[src/rtl/scr_pkg.sv]
package scr_pkg;
  localparam int FRAME_BITS = 24;
  localparam int DATA_W     = 14;
  localparam int SEL_W      = 2;
  localparam int CHAN_W     = 5;
  localparam int SEL_LO     = DATA_W;
  localparam int CHAN_LO    = SEL_LO + SEL_W;
  localparam int RW_POS     = FRAME_BITS - 2;
  localparam int HDR_W      = FRAME_BITS - DATA_W;
  localparam int CNT_W      = $clog2(FRAME_BITS + 1);

  typedef struct packed {
    logic              rw;
    logic [CHAN_W-1:0] chan;
    logic [SEL_W-1:0]  sel;
    logic [DATA_W-1:0] data;
  } cmd_t;
endpackage

[src/rtl/scr_sync_bit.sv]
module scr_sync_bit #(
  parameter int   STAGES = 2,
  parameter logic INIT   = 1'b0
) (
  input  logic clk,
  input  logic rst_n,
  input  logic d,
  output logic q
);
  logic [STAGES-1:0] pipe;

  always_ff @(posedge clk or negedge rst_n) begin
    if (!rst_n) pipe <= {STAGES{INIT}};
    else        pipe <= {pipe[STAGES-2:0], d};
  end

  assign q = pipe[STAGES-1];
endmodule

[src/rtl/scr_sync_edge.sv]
module scr_sync_edge #(
  parameter int   STAGES = 2,
  parameter logic INIT   = 1'b0
) (
  input  logic clk,
  input  logic rst_n,
  input  logic raw,
  output logic rise,
  output logic fall
);
  logic lvl, prev;

  scr_sync_bit #(.STAGES(STAGES), .INIT(INIT)) u_sync (
    .clk(clk), .rst_n(rst_n), .d(raw), .q(lvl)
  );

  always_ff @(posedge clk or negedge rst_n) begin
    if (!rst_n) prev <= INIT;
    else        prev <= lvl;
  end

  assign rise = lvl & ~prev;
  assign fall = ~lvl & prev;
endmodule

[src/rtl/scr_shift_core.sv]
module scr_shift_core
  import scr_pkg::*;
(
  input  logic                  clk,
  input  logic                  rst_n,
  input  logic                  chain_en,
  input  logic                  start,
  input  logic                  stop,
  input  logic                  sclk_rise,
  input  logic                  sclk_fall,
  input  logic                  din_s,
  input  logic                  load_en,
  input  logic [FRAME_BITS-1:0] load_val,
  output logic [FRAME_BITS-1:0] sr,
  output logic                  full,
  output logic                  sdo
);
  localparam logic [CNT_W-1:0] CNT_MAX = CNT_W'(FRAME_BITS);

  logic [CNT_W-1:0] cnt;
  logic             active;
  logic             accept;

  assign full   = (cnt == CNT_MAX);
  assign accept = active & (chain_en | ~full);

  always_ff @(posedge clk or negedge rst_n) begin
    if (!rst_n) begin
      cnt    <= '0;
      sr     <= '0;
      sdo    <= 1'b0;
      active <= 1'b0;
    end else if (start) begin
      cnt    <= '0;
      active <= 1'b1;
      sdo    <= sr[FRAME_BITS-1];
    end else if (stop) begin
      active <= 1'b0;
    end else if (load_en) begin
      sr <= load_val;
    end else begin
      if (accept && sclk_fall) begin
        sr <= {sr[FRAME_BITS-2:0], din_s};
        if (!full) cnt <= cnt + 1'b1;
      end
      if (accept && sclk_rise) sdo <= sr[FRAME_BITS-1];
    end
  end

  // restart of the count on every frame opening
  assert_restart_R3: assert property (@(posedge clk) disable iff (!rst_n)
    start |=> (cnt == '0));

  assert_cnt_bound_R3: assert property (@(posedge clk) disable iff (!rst_n)
    cnt <= CNT_MAX);

  // standalone overrun: nothing moves once 24 bits are in
  assert_overrun_hold_R5: assert property (@(posedge clk) disable iff (!rst_n)
    (!chain_en && full && active && !start && !stop && !load_en)
      |=> ($stable(sr) && $stable(sdo)));

  // chain mode keeps shifting the newest bit in at the bottom
  assert_chain_shift_R6: assert property (@(posedge clk) disable iff (!rst_n)
    (chain_en && active && sclk_fall && !start && !stop && !load_en)
      |=> (sr[0] == $past(din_s)));

  assert_sdo_edge_R7: assert property (@(posedge clk) disable iff (!rst_n)
    (sdo != $past(sdo)) |-> $past(start || sclk_rise));
endmodule

[src/rtl/scr_cmd_decode.sv]
module scr_cmd_decode
  import scr_pkg::*;
(
  input  logic                  clk,
  input  logic                  rst_n,
  input  logic                  stop,
  input  logic                  full,
  input  logic [FRAME_BITS-1:0] sr,
  input  logic [DATA_W-1:0]     rd_data,
  output logic                  cmd_valid,
  output cmd_t                  cmd,
  output logic                  load_en,
  output logic [FRAME_BITS-1:0] load_val
);
  logic [HDR_W-1:0] hdr;

  always_ff @(posedge clk or negedge rst_n) begin
    if (!rst_n) begin
      cmd_valid <= 1'b0;
      cmd       <= '0;
      hdr       <= '0;
    end else begin
      cmd_valid <= stop & full;
      if (stop && full) begin
        cmd.rw   <= sr[RW_POS];
        cmd.chan <= sr[CHAN_LO +: CHAN_W];
        cmd.sel  <= sr[SEL_LO +: SEL_W];
        cmd.data <= sr[DATA_W-1:0];
        hdr      <= sr[FRAME_BITS-1 -: HDR_W];
      end
    end
  end

  assign load_en  = cmd_valid & cmd.rw;
  assign load_val = {hdr, rd_data};

  assert_single_pulse_R2: assert property (@(posedge clk) disable iff (!rst_n)
    cmd_valid |=> !cmd_valid);

  assert_short_drop_R4: assert property (@(posedge clk) disable iff (!rst_n)
    (stop && !full) |=> !cmd_valid);
endmodule

[src/rtl/serial_cmd_rx.sv]
module serial_cmd_rx
  import scr_pkg::*;
#(
  parameter int SYNC_STAGES = 2
) (
  input  logic              clk,
  input  logic              rst_n,
  input  logic              chain_en,
  input  logic              sync_n,
  input  logic              sclk,
  input  logic              din,
  output logic              sdo,
  output logic              cmd_valid,
  output logic              cmd_rw,
  output logic [CHAN_W-1:0] cmd_chan,
  output logic [SEL_W-1:0]  cmd_sel,
  output logic [DATA_W-1:0] cmd_data,
  input  logic [DATA_W-1:0] rd_data
);
  logic                  sync_rise, sync_fall;
  logic                  sclk_rise, sclk_fall;
  logic                  din_s;
  logic [FRAME_BITS-1:0] sr;
  logic                  full;
  logic                  load_en;
  logic [FRAME_BITS-1:0] load_val;
  cmd_t                  cmd;

  scr_sync_edge #(.STAGES(SYNC_STAGES), .INIT(1'b1)) u_sync_edge (
    .clk(clk), .rst_n(rst_n), .raw(sync_n), .rise(sync_rise), .fall(sync_fall)
  );

  scr_sync_edge #(.STAGES(SYNC_STAGES), .INIT(1'b0)) u_sclk_edge (
    .clk(clk), .rst_n(rst_n), .raw(sclk), .rise(sclk_rise), .fall(sclk_fall)
  );

  // same depth as the edge path so data lines up with the detected edge
  scr_sync_bit #(.STAGES(SYNC_STAGES), .INIT(1'b0)) u_din_sync (
    .clk(clk), .rst_n(rst_n), .d(din), .q(din_s)
  );

  scr_shift_core u_core (
    .clk(clk), .rst_n(rst_n), .chain_en(chain_en),
    .start(sync_fall), .stop(sync_rise),
    .sclk_rise(sclk_rise), .sclk_fall(sclk_fall), .din_s(din_s),
    .load_en(load_en), .load_val(load_val),
    .sr(sr), .full(full), .sdo(sdo)
  );

  scr_cmd_decode u_dec (
    .clk(clk), .rst_n(rst_n), .stop(sync_rise), .full(full), .sr(sr),
    .rd_data(rd_data), .cmd_valid(cmd_valid), .cmd(cmd),
    .load_en(load_en), .load_val(load_val)
  );

  assign cmd_rw   = cmd.rw;
  assign cmd_chan = cmd.chan;
  assign cmd_sel  = cmd.sel;
  assign cmd_data = cmd.data;

  assert_valid_after_close_R2: assert property (@(posedge clk) disable iff (!rst_n)
    cmd_valid |-> $past(sync_rise));

  assert_readback_load_R8: assert property (@(posedge clk) disable iff (!rst_n)
    load_en |=> (sr == $past(load_val)));
endmodule

[config.mk]
export PLATFORM = sky130hd
export DESIGN_NAME = serial_cmd_rx
export DESIGN_NICKNAME = d
export VERILOG_FILES = /design/src/rtl/scr_pkg.sv /design/src/rtl/scr_sync_bit.sv /design/src/rtl/scr_sync_edge.sv /design/src/rtl/scr_shift_core.sv /design/src/rtl/scr_cmd_decode.sv /design/src/rtl/serial_cmd_rx.sv
export SDC_FILE = /design/constraint.sdc
export NUM_CORES = 1
export LEC_CHECK = 0
export CAP_MARGIN = 30
export CORE_MARGIN = 5
export CORE_UTILIZATION = 45
export CTS_BUF_LIST = sky130_fd_sc_hd__clkbuf_8
export DETAILED_ROUTE_END_ITERATION = 7
export DONT_BUFFER_PORTS = 1
export PLACE_DENSITY = 0.66
export SYNTH_ARGS = -nofsm -noshare
export SYNTH_HDL_FRONTEND = slang
export SYNTH_SLANG_ARGS = --single-unit
[constraint.sdc]
create_clock -name clk -period 2.5 [get_ports clk]
set_input_delay 0.25 -clock clk [delete_from_list [all_inputs] [get_ports clk]]
set_output_delay 0.25 -clock clk [all_outputs]
set_load 0.01 [all_outputs]
==> metrics.yaml <==
power:
  switching_share: 0.2439
  ir_worst_vdd_mv: 0.4783
  power_density_nw_per_um2: 825.8
  power.switching_w: 0.0006233
  power.combinational.fraction: 0.100
  power.sequential.fraction: 0.544
  power_frac_clock: 0.355
  leakagePower_nw: 1.410
  p_int_w: 0.001932
route:
  vias_per_cell: 5.455
  detailroute.via_count: 1571
  post_detailed_route_drc_marker_count: 0
  routed_wirelength_normalized_by_instance_count_um: 17.17
  drt_pre_antenna_iters: 4
  antenna_violating_nets_left: 0
  routed_wirelength_um: 4946
  drt-initial-drc-count: 58
global_routing:
  grt_start_max_net_pins: 65
  grt_total_ovfl: 0
  grt_first_pass_wirelength_um: 8618
  number_of_global_route_vias_before_repair: 1772
  globalRouteTotalUtil: 0.1445
  grt_antenna_before_repair: 0
yosys:
  avgSynthCellArea_um2: 13.73
  syn-num-nets: 229
  seq_area_frac_synth: 0.5733
  synth_ff_type: "sky130_fd_sc_hd__dfrtp_1"
  async_flop_share: 1.000
  netlist.top_cell.by_area: "sky130_fd_sc_hd__dfrtp_1"
  netlist_instances: 204
  synth-edff-count: 0
  netlist-cell-type-count: 34
  synth.ff_latch_count: 64
  synth.top_cell.area_share: 0.5451
  number_of_warning_messages_in_the_yosys_log: 0
  synthesis.area_um2: 2800
  netlist_top_cells_area: "sky130_fd_sc_hd__dfrtp_1, sky130_fd_sc_hd__mux2_4, sky130_fd_sc_hd__o22a_1"
sta:
  hold_viol_final: 0
  slew_headroom: 0.3504
  timing.final.crit_period_ps: 2105
  timing.final.setup_violations: 0
  worst_hold_slack_ps: 173.3
  maxSlewViolCount: 0
  setup_ws_ps: 395.5
  clock-skew-final_ps: 8.796
  fmaxAchievable_ghz: 0.4752
  final_min_period_over_clock_period: 0.8418
  rsz0062_at_grt: "false"
  finalSetupTns_ps: 0
  slew_at_the_pin_closest_to_its_max_slew_limit_ps: 971.5
cells_and_area:
  final_layout_size_suffix_gt1_frac: 0.2347
  filler_cell_count: 494
  num_antenna_cells: 0
  area_used_by_multi_input_combinational_logic_um2: 1054
  nets: 233
  synthToLayoutAreaGrowth_pct: 10.50
  layout.area.seq_um2: 1605
floorplanning:
  dieHeight_um: 88.89
  initial_cell_density_of_the_core: 0.4674
  floorplan.die.width_um: 88.89
  floorplan.io_pins: 44
  floorplan.die_area_um2: 7901
  row_count: 28
  coreArea_um2: 5991
critical_path:
  crit_path_start_kind: "register"
  ff2ff_path_depth: 6
  arrival_ps: 2320
  largest_fanout_on_the_critical_path: 23
  setup.worst_path.class: "reg2reg"
  crit_required_ps: 2720
  critical_path_endpoint_category: "register"
placed_design:
  dp_slack_ps: 384.1
  weighted_congestion_at_the_end_of_routability_driven_global_placement: 0.7838
  detailed_place_hpwl_um: 3375
  placement.io_buffers: 0
clock_tree:
  cts_setup_buffers: 0
  cts_max_level: 3
  tritoncts: "yes"
  clockRootBuffer: "sky130_fd_sc_hd__clkbuf_8"
  tritoncts.num_buffers: 9
  cts_buffer_depth: 2
  numClockSinks: 64
  clk_transition_reported_paths_ps: 70
  clock_latency_at_the_later_pin_of_the_worst_skew_pair_ps: 330
job:
  timing.max_cap.violations: 0
worst_hold_path:
  min-delay-path-class: "in2reg"
  hold_depth: 2
status:
  status: "finished clean"
==> layout by cell type (no fill, tap or decap), drive strengths merged <==
| cell type | synthesis | final |
|---|---|---|
| a221o | 2 | 2 |
| a31oi | 1 | 1 |
| a32o | 1 | 1 |
| and2 | 1 | 1 |
| and3b | 1 | 1 |
| and4b | 1 | 1 |
| buf | 12 | 6 |
| bufinv | 0 | 1 |
| clkbuf | 5 | 12 |
| clkinvlp | 0 | 1 |
| dfrtp | 61 | 61 |
| dfstp | 3 | 3 |
| dlygate4sd3 | 0 | 4 |
| ha | 5 | 5 |
| inv | 7 | 9 |
| mux2 | 25 | 25 |
| nand2 | 5 | 5 |
| nand2b | 2 | 2 |
| nand3 | 4 | 4 |
| nand3b | 1 | 1 |
| nand4 | 2 | 2 |
| nand4b | 2 | 2 |
| nor2 | 2 | 2 |
| nor3 | 5 | 5 |
| nor3b | 3 | 3 |
| o211ai | 1 | 1 |
| o21a | 23 | 23 |
| o21ai | 3 | 3 |
| o22a | 23 | 23 |
| o31ai | 1 | 1 |
| or2 | 1 | 1 |
| or4b | 1 | 1 |
==> cell usage after synthesis, drive strengths merged, types with 3 or more instances <==
master and instances:
clkbuf 5, buf 12, nand3 4, o22a 23
nor3b 3, dfrtp 61, o21ai 3, nand2 5
nor3 5, inv 7, o21a 23, dfstp 3
mux2 25, ha 5
==> registers in the layout, summed over array words and instances, names as in the netlist <==
register,cells
u_dec.cmd_valid,1
u_core.active,1
u_dec.cmd,14
u_core.sr,24
u_sclk_edge.u_sync.pipe,2
u_dec.hdr,10
u_core.cnt,5
u_sync_edge.prev,1
u_sclk_edge.prev,1
u_sync_edge.u_sync.pipe,2
u_din_sync.pipe,2
u_core.sdo,1
==> what timing repair did <==
action	4_1_cts	5_1_grt
hold endpoints to repair	67	0
hold buffers	5	0
resized for setup	0	0
==> final cells by class <==
| class | instances | area share |
|---|---|---|
| clock buffers | 12 | 0.05338 |
| repair buffers | 10 | 0.03397 |
| multi-input cells | 116 | 0.3405 |
| clock inverters | 4 | 0.01456 |
| well taps | 75 | 0.03033 |
| flip-flops and latches | 64 | 0.5188 |
| inverters | 7 | 0.008492 |
==> critical path: stages (launching register included) <==
cell and delay [ps]:
sky130_fd_sc_hd__dfstp_2 530, sky130_fd_sc_hd__inv_1 50, sky130_fd_sc_hd__ha_1 320, sky130_fd_sc_hd__and4b_1 230
sky130_fd_sc_hd__o211ai_2 420, sky130_fd_sc_hd__o22a_1 330, sky130_fd_sc_hd__o21a_1 100
==> per-stage QoR <==
| stage | util | total power (W) | cells | area [um2] |
|---|---|---|---|---|
| 2_1_floorplan | - | 0.001566 | 204 | 2800 |
| 3_5_place_dp | 0.4701 | 0.001646 | 267 | 2816 |
| 3_3_place_gp | 0.4701 | 0.001627 | 267 | 2816 |
| 6_report | 0.5165 | 0.002555 | 288 | 3094 |
| 4_1_cts | 0.5165 | 0.002590 | 288 | 3094 |
| 5_1_grt | 0.5165 | 0.002695 | 288 | 3094 |
==> metal layers <==
layer,GRT usage,vias up,routed length (um)
met5,0,-,0
met4,0.07143,0,84
met3,0.06238,7,449
met2,0.2152,35,2204
met1,0.1795,777,2207
li1,-,752,-
==> kinds of logic after synthesis <==
| logic type | after synthesis | share of synthesized area |
|---|---|---|
| AOI/OAI and AO/OA | 55 | 0.1591 |
| DFF | 64 | 0.5733 |
| buffers and inverters | 24 | 0.05049 |
| muxes | 25 | 0.1233 |
| and+or+nand+nor | 31 | 0.07150 |
| adders and majority gates | 5 | 0.02234 |
==> final timing paths <==
path                                                       from                              endpoint  slack, ps
max in group asynchronous                                 rst_n            u_sync_edge.prev$_DFF_PN1_       1770
hold / removal                                      rd_data[11]             u_core.sr[11]$_DFFE_PN0P_        170
hold reg to reg            u_sclk_edge.u_sync.pipe[0]$_DFF_PN0_  u_sclk_edge.u_sync.pipe[1]$_DFF_PN0_        350
min in group asynchronous                                 rst_n  u_sclk_edge.u_sync.pipe[0]$_DFF_PN0_        440
setup reg to reg                     u_sync_edge.prev$_DFF_PN1_              u_core.sr[6]$_DFFE_PN0P_        400
setup / recovery                     u_sync_edge.prev$_DFF_PN1_              u_core.sr[6]$_DFFE_PN0P_        400
==> power by group through the flow <==
stage,clock [W],combinational [W],sequential (W)
6_report,0.000908,0.000256,0.00139
3_3_place_gp,0,0.000219,0.00141
2_1_floorplan,0,0.000206,0.00136
5_1_grt,0.000984,0.000291,0.00142
4_1_cts,0.000931,0.000264,0.00139
3_5_place_dp,0,0.000232,0.00141
Power figures use the tool's default switching activity.
